===== src/rtl/edgectl_pkg.sv =====
// Package: shared types of the edge-conditioned output controller.
// Assumes the input pair is packed as {a, b} and the state as {a, b, z}.
package edgectl_pkg;

    localparam int PAIR_W = 2;

    // One state for each stored input pair and output value; encoding {a, b, z}.
    typedef enum logic [2:0] {
        ST_00_LO = 3'b000,
        ST_00_HI = 3'b001,
        ST_01_LO = 3'b010,
        ST_01_HI = 3'b011,
        ST_10_LO = 3'b100,
        ST_10_HI = 3'b101,
        ST_11_LO = 3'b110,
        ST_11_HI = 3'b111
    } ctl_state_t;

    // Classification of one synchronised sample against the stored pair.
    typedef struct packed {
        logic set_z;
        logic clr_z;
        logic dual;
        logic moved;
    } edge_ev_t;

    // Builds the state that rests on the given pair with the given output.
    function automatic ctl_state_t mk_state(input logic [PAIR_W-1:0] pair,
                                            input logic z);
        return ctl_state_t'({pair, z});
    endfunction

endpackage


===== src/rtl/edgectl_sync.sv =====
// Module: multi-stage synchroniser, one flip-flop chain per bit.
// Assumes STAGES >= 2 and that each input bit is an independent level.
module edgectl_sync #(
    parameter int WIDTH  = 2,
    parameter int STAGES = 2
) (
    input  logic             clk,
    input  logic             rst_n,
    input  logic [WIDTH-1:0] d_async,
    output logic [WIDTH-1:0] q_sync
);

    localparam int LAST = STAGES - 1;

    logic [STAGES-1:0] chain [WIDTH];

    for (genvar b = 0; b < WIDTH; b++) begin : g_bit
        // Shift the bit through its stage chain; a synchronous reset clears it.
        always_ff @(posedge clk) begin
            if (!rst_n) chain[b] <= '0;
            else        chain[b] <= {chain[b][STAGES-2:0], d_async[b]};
        end
        assign q_sync[b] = chain[b][LAST];
    end

endmodule


===== src/rtl/edgectl_detect.sv =====
// Module: compares the synchronised pair with the stored pair and classifies it.
// Assumes pair bit 1 is input a and bit 0 is input b. Purely combinational.
module edgectl_detect
    import edgectl_pkg::*;
(
    input  logic [PAIR_W-1:0] samp,
    input  logic [PAIR_W-1:0] pair,
    output edge_ev_t          ev
);

    logic [PAIR_W-1:0] diff;
    logic              single;

    // Find which inputs moved and classify a single move as set or clear.
    always_comb begin
        diff     = samp ^ pair;
        single   = ^diff;
        ev.moved = |diff;
        ev.dual  = &diff;
        ev.set_z = single && (pair == 2'b11) && (samp == 2'b10);
        ev.clr_z = single && (pair == 2'b01) && (samp == 2'b11);
    end

endmodule


===== src/rtl/edgectl_fsm.sv =====
// Module: state register holding the stored pair and the output value.
// Assumes the events come from edgectl_detect for the same sample.
module edgectl_fsm
    import edgectl_pkg::*;
(
    input  logic              clk,
    input  logic              rst_n,
    input  logic [PAIR_W-1:0] samp,
    input  edge_ev_t          ev,
    output logic [PAIR_W-1:0] pair,
    output logic              z,
    output logic              dual_q
);

    ctl_state_t state_q;
    logic       z_next;

    // Work out the output value for the state that follows this sample.
    always_comb begin
        z_next = state_q[0];
        if (ev.set_z)      z_next = 1'b1;
        else if (ev.clr_z) z_next = 1'b0;
    end

    // Move to the new resting state and register the double-change pulse.
    always_ff @(posedge clk) begin
        if (!rst_n) begin
            state_q <= ST_00_LO;
            dual_q  <= 1'b0;
        end else begin
            dual_q <= ev.dual;
            if (ev.moved) state_q <= mk_state(samp, z_next);
        end
    end

    assign pair = state_q[2:1];
    assign z    = state_q[0];

endmodule


===== src/rtl/edge_gate_ctrl.sv =====
// Module: top of the two-input edge-conditioned output controller.
// Assumes in_a and in_b are asynchronous levels; z_out comes straight from a flop.
module edge_gate_ctrl
    import edgectl_pkg::*;
#(
    parameter int SYNC_STAGES = 2
) (
    input  logic clk,
    input  logic rst_n,
    input  logic in_a,
    input  logic in_b,
    output logic z_out,
    output logic dual_flag
);

    logic [PAIR_W-1:0] samp_w;
    logic [PAIR_W-1:0] pair_w;
    edge_ev_t          ev_w;

    edgectl_sync #(.WIDTH(PAIR_W), .STAGES(SYNC_STAGES)) i_sync (
        .clk     (clk),
        .rst_n   (rst_n),
        .d_async ({in_a, in_b}),
        .q_sync  (samp_w)
    );

    edgectl_detect i_detect (
        .samp (samp_w),
        .pair (pair_w),
        .ev   (ev_w)
    );

    edgectl_fsm i_fsm (
        .clk    (clk),
        .rst_n  (rst_n),
        .samp   (samp_w),
        .ev     (ev_w),
        .pair   (pair_w),
        .z      (z_out),
        .dual_q (dual_flag)
    );

endmodule


===== config.mk =====
export PLATFORM = sky130hd
export DESIGN_NAME = edge_gate_ctrl
export DESIGN_NICKNAME = d
export VERILOG_FILES = /design/src/rtl/edgectl_pkg.sv /design/src/rtl/edgectl_sync.sv /design/src/rtl/edgectl_detect.sv /design/src/rtl/edgectl_fsm.sv /design/src/rtl/edge_gate_ctrl.sv
export SDC_FILE = /design/constraint.sdc
export NUM_CORES = 1
export LEC_CHECK = 0
export ABC_AREA = 1
export BUFFER_PORTS_ARGS = -buffer_cell sky130_fd_sc_hd__buf_2
export CELL_PAD_IN_SITES_DETAIL_PLACEMENT = 1
export CELL_PAD_IN_SITES_GLOBAL_PLACEMENT = 1
export CORE_AREA = 5 5 42 44
export DETAILED_ROUTE_END_ITERATION = 6
export DIE_AREA = 0 0 47 49
export PLACE_DENSITY = 0.59
export SYNTH_ARGS = -nofsm -noshare
export SYNTH_HDL_FRONTEND = slang
export SYNTH_SLANG_ARGS = --single-unit
export TNS_END_PERCENT = 30

===== constraint.sdc =====
create_clock -name clk -period 1.37 [get_ports clk]
set_clock_uncertainty 0.05 [all_clocks]
set_input_delay 0.274 -clock clk [delete_from_list [all_inputs] [get_ports clk]]
set_output_delay 0.274 -clock clk [all_outputs]
set_load 0.005 [all_outputs]

After elaboration in Yosys (flattened, before gate mapping)
Memory sizes are Yosys's and may differ from the RTL's.
Cells that the tools add are included.
{"block": "word_totals", "ff_bits": 4, "ram_bits": 4, "input_bits": 4, "word_cells": 26, "memories": 1}
{"block": "op_classes", "n_eq_ne": 4, "n_mux": 6, "n_bitwise": 3, "n_reduce_logical": 9}
{"memory": "i_sync.chain", "depth": 2, "word_bits": 2, "read_ports": 2, "rd_clocked_by_memory_dff": 0, "write_ports": 2, "line_no": "edgectl_sync.sv:15", "source": "logic [STAGES-1:0] chain [WIDTH];"}
{"cell": "$eq A2 B2 Y1 const B", "n": 3}
{"cell": "$logic_and A1 B1 Y1", "n": 4}
{"cell": "$mux W1", "n": 4}
{"cell": "$mux W2", "n": 2}
{"cell": "$reduce_and A2 Y1", "n": 2}
{"cell": "$eq A2 B1 Y1 const B", "n": 1}
{"cell": "$or A1 B1 Y1", "n": 2}
{"cell": "$reduce_bool A2 Y1", "n": 1}
{"cell": "$reduce_or A2 Y1", "n": 1}
{"cell": "$reduce_xor A2 Y1", "n": 1}
{"cell": "$xor A2 B2 Y2", "n": 1}

Logic depth before layout (Yosys ltp)
{"block": "depth", "depth_word": 6, "depth_mapped": 8, "depth_no_buf": 8}

By module
From an unflattened synthesis, not the netlist that was laid out.
{"block": "hier_totals", "cells_unflattened": 52, "area_unflattened_um2": 370.4}
{"mod": "edgectl_fsm", "n_inst": 1, "cells_per_inst": 18, "area_each_um2": 140.1, "seq_area_each_um2": 80.1}
{"mod": "edgectl_sync", "n_inst": 1, "cells_per_inst": 14, "area_each_um2": 125.1, "seq_area_each_um2": 80.1}
{"mod": "edgectl_detect", "n_inst": 1, "cells_per_inst": 20, "area_each_um2": 105.1, "seq_area_each_um2": 0.0}

Least setup slack after synthesis
No wires, ideal clock.
{"block": "synth_path", "path_kind": "register -> register", "from": "memory i_sync.chain[0][1]", "to": "register i_fsm.state_q[0]", "setup_ns": 0.066, "arrival_time_ns": 1.212, "t_required_ns": 1.254, "slack_ns": 0.042, "path_stages_with_launch": 9, "path_buffers": 0, "synth_period_minus_slack_ns": 1.328, "cell_sequence": "dfxtp_1 > xor2_1 > inv_1 > ha_1 > nand2_1 > clkinv_1 > nand3_1 > nand2_1 > a21oi_2"}
{"element": "start, declared", "line_no": "edgectl_sync.sv:15"}
{"element": "end signal, assigned", "line_no": "edgectl_fsm.sv:32", "source": "if (ev.moved) state_q <= mk_state(samp, z_next);"}
{"element": "end, declared", "line_no": "edgectl_fsm.sv:15", "source": "ctl_state_t state_q;"}

Final worst setup path
{"block": "layout_path", "from": "register i_fsm.state_q[1]", "to": "register i_fsm.state_q[0]"}
{"block": "layout_between", "elab_chain_cells": 6, "word_cells_on_any_way": 12, "classes_between": "eq/ne (2); mux (1); bitwise (1); reduce/logical (8)"}
{"element": "$xor A2 B2 Y2", "line_no": "edgectl_detect.sv:16", "source": "diff = samp ^ pair;"}
{"element": "$reduce_xor A2 Y1", "line_no": "edgectl_detect.sv:17", "source": "single = ^diff;"}
{"element": "$logic_and A1 B1 Y1, on equally long branches (2 in a row)", "line_no": "edgectl_detect.sv:21, edgectl_detect.sv:20"}
{"element": "$reduce_bool A2 Y1 (no line)"}
{"element": "$reduce_and A2 Y1 (no line)"}
Several ways; a longest one is shown, not always the timed one.
A chain may end at the register's enable or synchronous reset.

==> results by group <==
Logic synthesis
  – #FFs+latches synth: 8
  – Post-synth ARST share: 0%
  – Post-synth top cells: 11 x inv_1, 8 x dfxtp_1, 7 x nand2_1
  – Most instantiated library cell after synthesis: inv_1
  – Syn_area_per_cell: 7.96 sq um
  – Top_reg_cell synth: dfxtp_1
  – Synth Cell Area: 327 sq um
  – Post-Syn Nets: 47
  – Top cell type's share of synthesized area: 49.0%
  – Synth top area cells: dfxtp_1 49%, inv_1 13%, nand2_1 8.0%
  – Area leader, netlist: dfxtp_1
  – Post-synth EDFFs: 0
  – Warnings, synthesis: 0
  – Post-synthesis sequential area ratio: 49.0%
  – Cell variety after synth: 14
  – Syn Inst Count: 41

Place
  – Inst Count DP: 65
  – Number of port buffers: 5
  – Placer Congestion: 0.568
  – Pre-CTS setup slack: -0.00491 ns
  – Detail Placement HPWL: 442 um

Clock network
  – Clock transition at path regs: 0.06 ns
  – CTS H-Tree Depth: 1
  – Root Buffer: clkbuf_4
  – Clk sinks: 8
  – CTS tree: done
  – Clock Latency Late Sink: 0.26 ns
  – Num CTS Buffers: 3
  – Hold-fix buffers at CTS: 0
  – Max clock buf depth: 2

Worst setup path
  – Top Family by Delay on Critical Path: flip-flops
  – Worst path required time: 1.48 ns
  – Crit Path Max Fanout: 2
  – Worst EP arrival: 1.42 ns
  – Worst Path Buf+Inv: 2
  – Crit Path Class: reg2reg
  – Crit path top cell by count: nand2_1
  – CP Cell Sequence: xor2_2 -> inv_1 -> ha_4 -> nand2_1 -> inv_2 -> nand3_1 -> nand2_1 -> a21oi_2
  – Endpoint type of the worst setup path: register
  – Setup slack, reg-to-reg: 0.05 ns
  – Worst Setup Start Kind: register
  – CP max stage cell: dfxtp_2
  – Worst stage delay on the critical path: 0.35 ns

Routing
  – ANT nets after route: 0
  – Via count: 285
  – Routed wire length: 750 um
  – # DRC: 0
  – DR iter-0 viols: 0
  – Wire per inst: 10.6 um
  – 1st-pass router iterations: 1
  – Vias per std cell: 4.01

Global routing
  – Vias in the first global route: 281
  – Largest net degree at the start of global routing: 9
  – First-pass GRT wire length: 1.07 mm
  – GRT busiest layer: met2
  – Global route overflow: 0
  – Tot GR Track Use: 6.92%
  – Initial antenna violation count: 0
  – Met1 Usage GRT: 7.54%
  – Met2 global-route usage: 9.05%
  – Met3 GRT Util: 6.64%

Timing
  – Clock period minus worst slack: 1.32 ns
  – Final setup vio count: 0
  – Hold Vio Cnt, Final: 0
  – Hold slack final: 0.152 ns
  – Slew Limit Fails: 0
  – Final Worst Setup Slack: 0.0527 ns
  – Setup_tns: 0 ns
  – FMAX: 0.759 GHz
  – Worst-Margin Slew: 0.231 ns
  – Period utilisation layout: 96.2%
  – Worst slew margin: 84.5%

Power
  – Internal power: 623 uW
  – P_sw: 323 uW
  – Comb power frac: 46.1%
  – Worst vdd ir: 0.000851 V
  – Sw frac: 34.2%
  – Clk network pwr share: 19.6%
  – Leakage: 0.263 nW
  – Seq pwr share: 34.3%
  – Tot Pwr: 945 uW
  – Power density over the cells: 2010 nW/um^2

Floorplan
  – Die ar.: 2300 sq um
  – Initial Util: 23.3%
  – Die Ht: 49 um
  – Io pins: 6
  – Die Width: 47 um
  – Core Area: 1400 sq um
  – Row cnt: 14

Run status
  – Outcome: completed

Cells and area
  – Net count, final: 63
  – Combined area of the multi-input logic cells: 149 sq um
  – Fin cells: 71
  – Ant. Diodes: 0
  – Share of cells above drive strength 1: 41.8%
  – Area Growth Syn to Fin: 44.1%
  – Fillers: 186
  – Register area: 164 sq um

Job
  – Maxcap violations: 0

Worst hold path
  – HP Class: in2reg
[metal layers]
layer | vias to the layer above | share of wire [%]
met5 | - | 0
li1 | 146 | -
met1 | 130 | 42
met3 | 0 | 6.9
met2 | 9 | 51
met4 | 0 | 0
[power by group through the flow]
stage	sequential [mW]	combinational [mW]	clock [mW]
2_1_floorplan	0.308	0.168	0
3_3_place_gp	0.308	0.257	0
3_5_place_dp	0.309	0.262	0
4_1_cts	0.307	0.289	0.200
5_1_grt	0.330	0.488	0.217
6_report	0.325	0.436	0.185
[worst min-delay path: cells and delay by family]
kind	cells	cell delay [ns]
buffers and inverters	2	0.11
and+or+nand+nor	1	0.04
[cell type report]
class / count / share of cell area [%]
repair buffers: 11 / 14.9
inverters: 12 / 9.57
multi-input cells: 21 / 31.6
clock buffers: 3 / 4.79
well taps: 16 / 4.26
flip-flops and latches: 8 / 34.8
[worst paths after layout]
check / start / endpoint / depth (start not counted)
max reg2reg: i_fsm.state_q[1]$_SDFFE_PN0P_ / i_fsm.state_q[0]$_SDFFE_PN0P_ / 8
min: in_b / i_sync.chain[0][0]$_SDFF_PN0_ / 3
max: i_fsm.state_q[1]$_SDFFE_PN0P_ / i_fsm.state_q[0]$_SDFFE_PN0P_ / 8
min reg2reg: i_sync.chain[0][0]$_SDFF_PN0_ / i_sync.chain[0][1]$_SDFF_PN0_ / 2
[layout by cell type, fill, tap and decap left out]
master / n
xor2_2: 1
buf_2: 5
a21oi_2: 1
a21oi_1: 1
nand3_1: 1
ha_4: 1
nor2_2: 1
clkbuf_4: 3
nand2_1: 7
dfxtp_2: 3
ha_1: 1
o21ai_0: 2
nor2_1: 3
dfxtp_1: 5
inv_1: 11
xnor2_2: 1
inv_2: 1
nand4_1: 1
buf_4: 6
[sequential cells by signal (all words and copies together) (netlist names)]
register,cells
i_fsm.dual_q,1
i_sync.chain,4
i_fsm.state_q,3
[cell families (layout without fill, tap and decap cells)]
family                   after synthesis  count (layout)  share of synthesized area, %
AND/OR/NAND/NOR                       13              13                          16.9
buffers and inverters                 12              26                          13.8
flip-flops                             8               8                          49.0
AO/OA/AOI/OAI                          4               4                          7.28
adder cells (fa/ha/maj)                2               2                          7.66
XOR/XNOR                               2               2                          5.36
[stage by stage]
stage          utilization (%)  instance area (sq um)
2_1_floorplan                -                    327
3_3_place_gp              28.1                    394
3_5_place_dp              28.1                    394
4_1_cts                   30.3                    424
5_1_grt                   33.6                    470
6_report                  33.6                    470
[what timing repair did]
action | in CTS | in global routing
pin swaps | 1 | 2
endpoints found under the setup margin | 1 | 3
resized for setup | 0 | 8
setup buffers | 1 | 2
endpoints found under the hold margin | 0 | 0
Power figures use the tool's default switching activity.
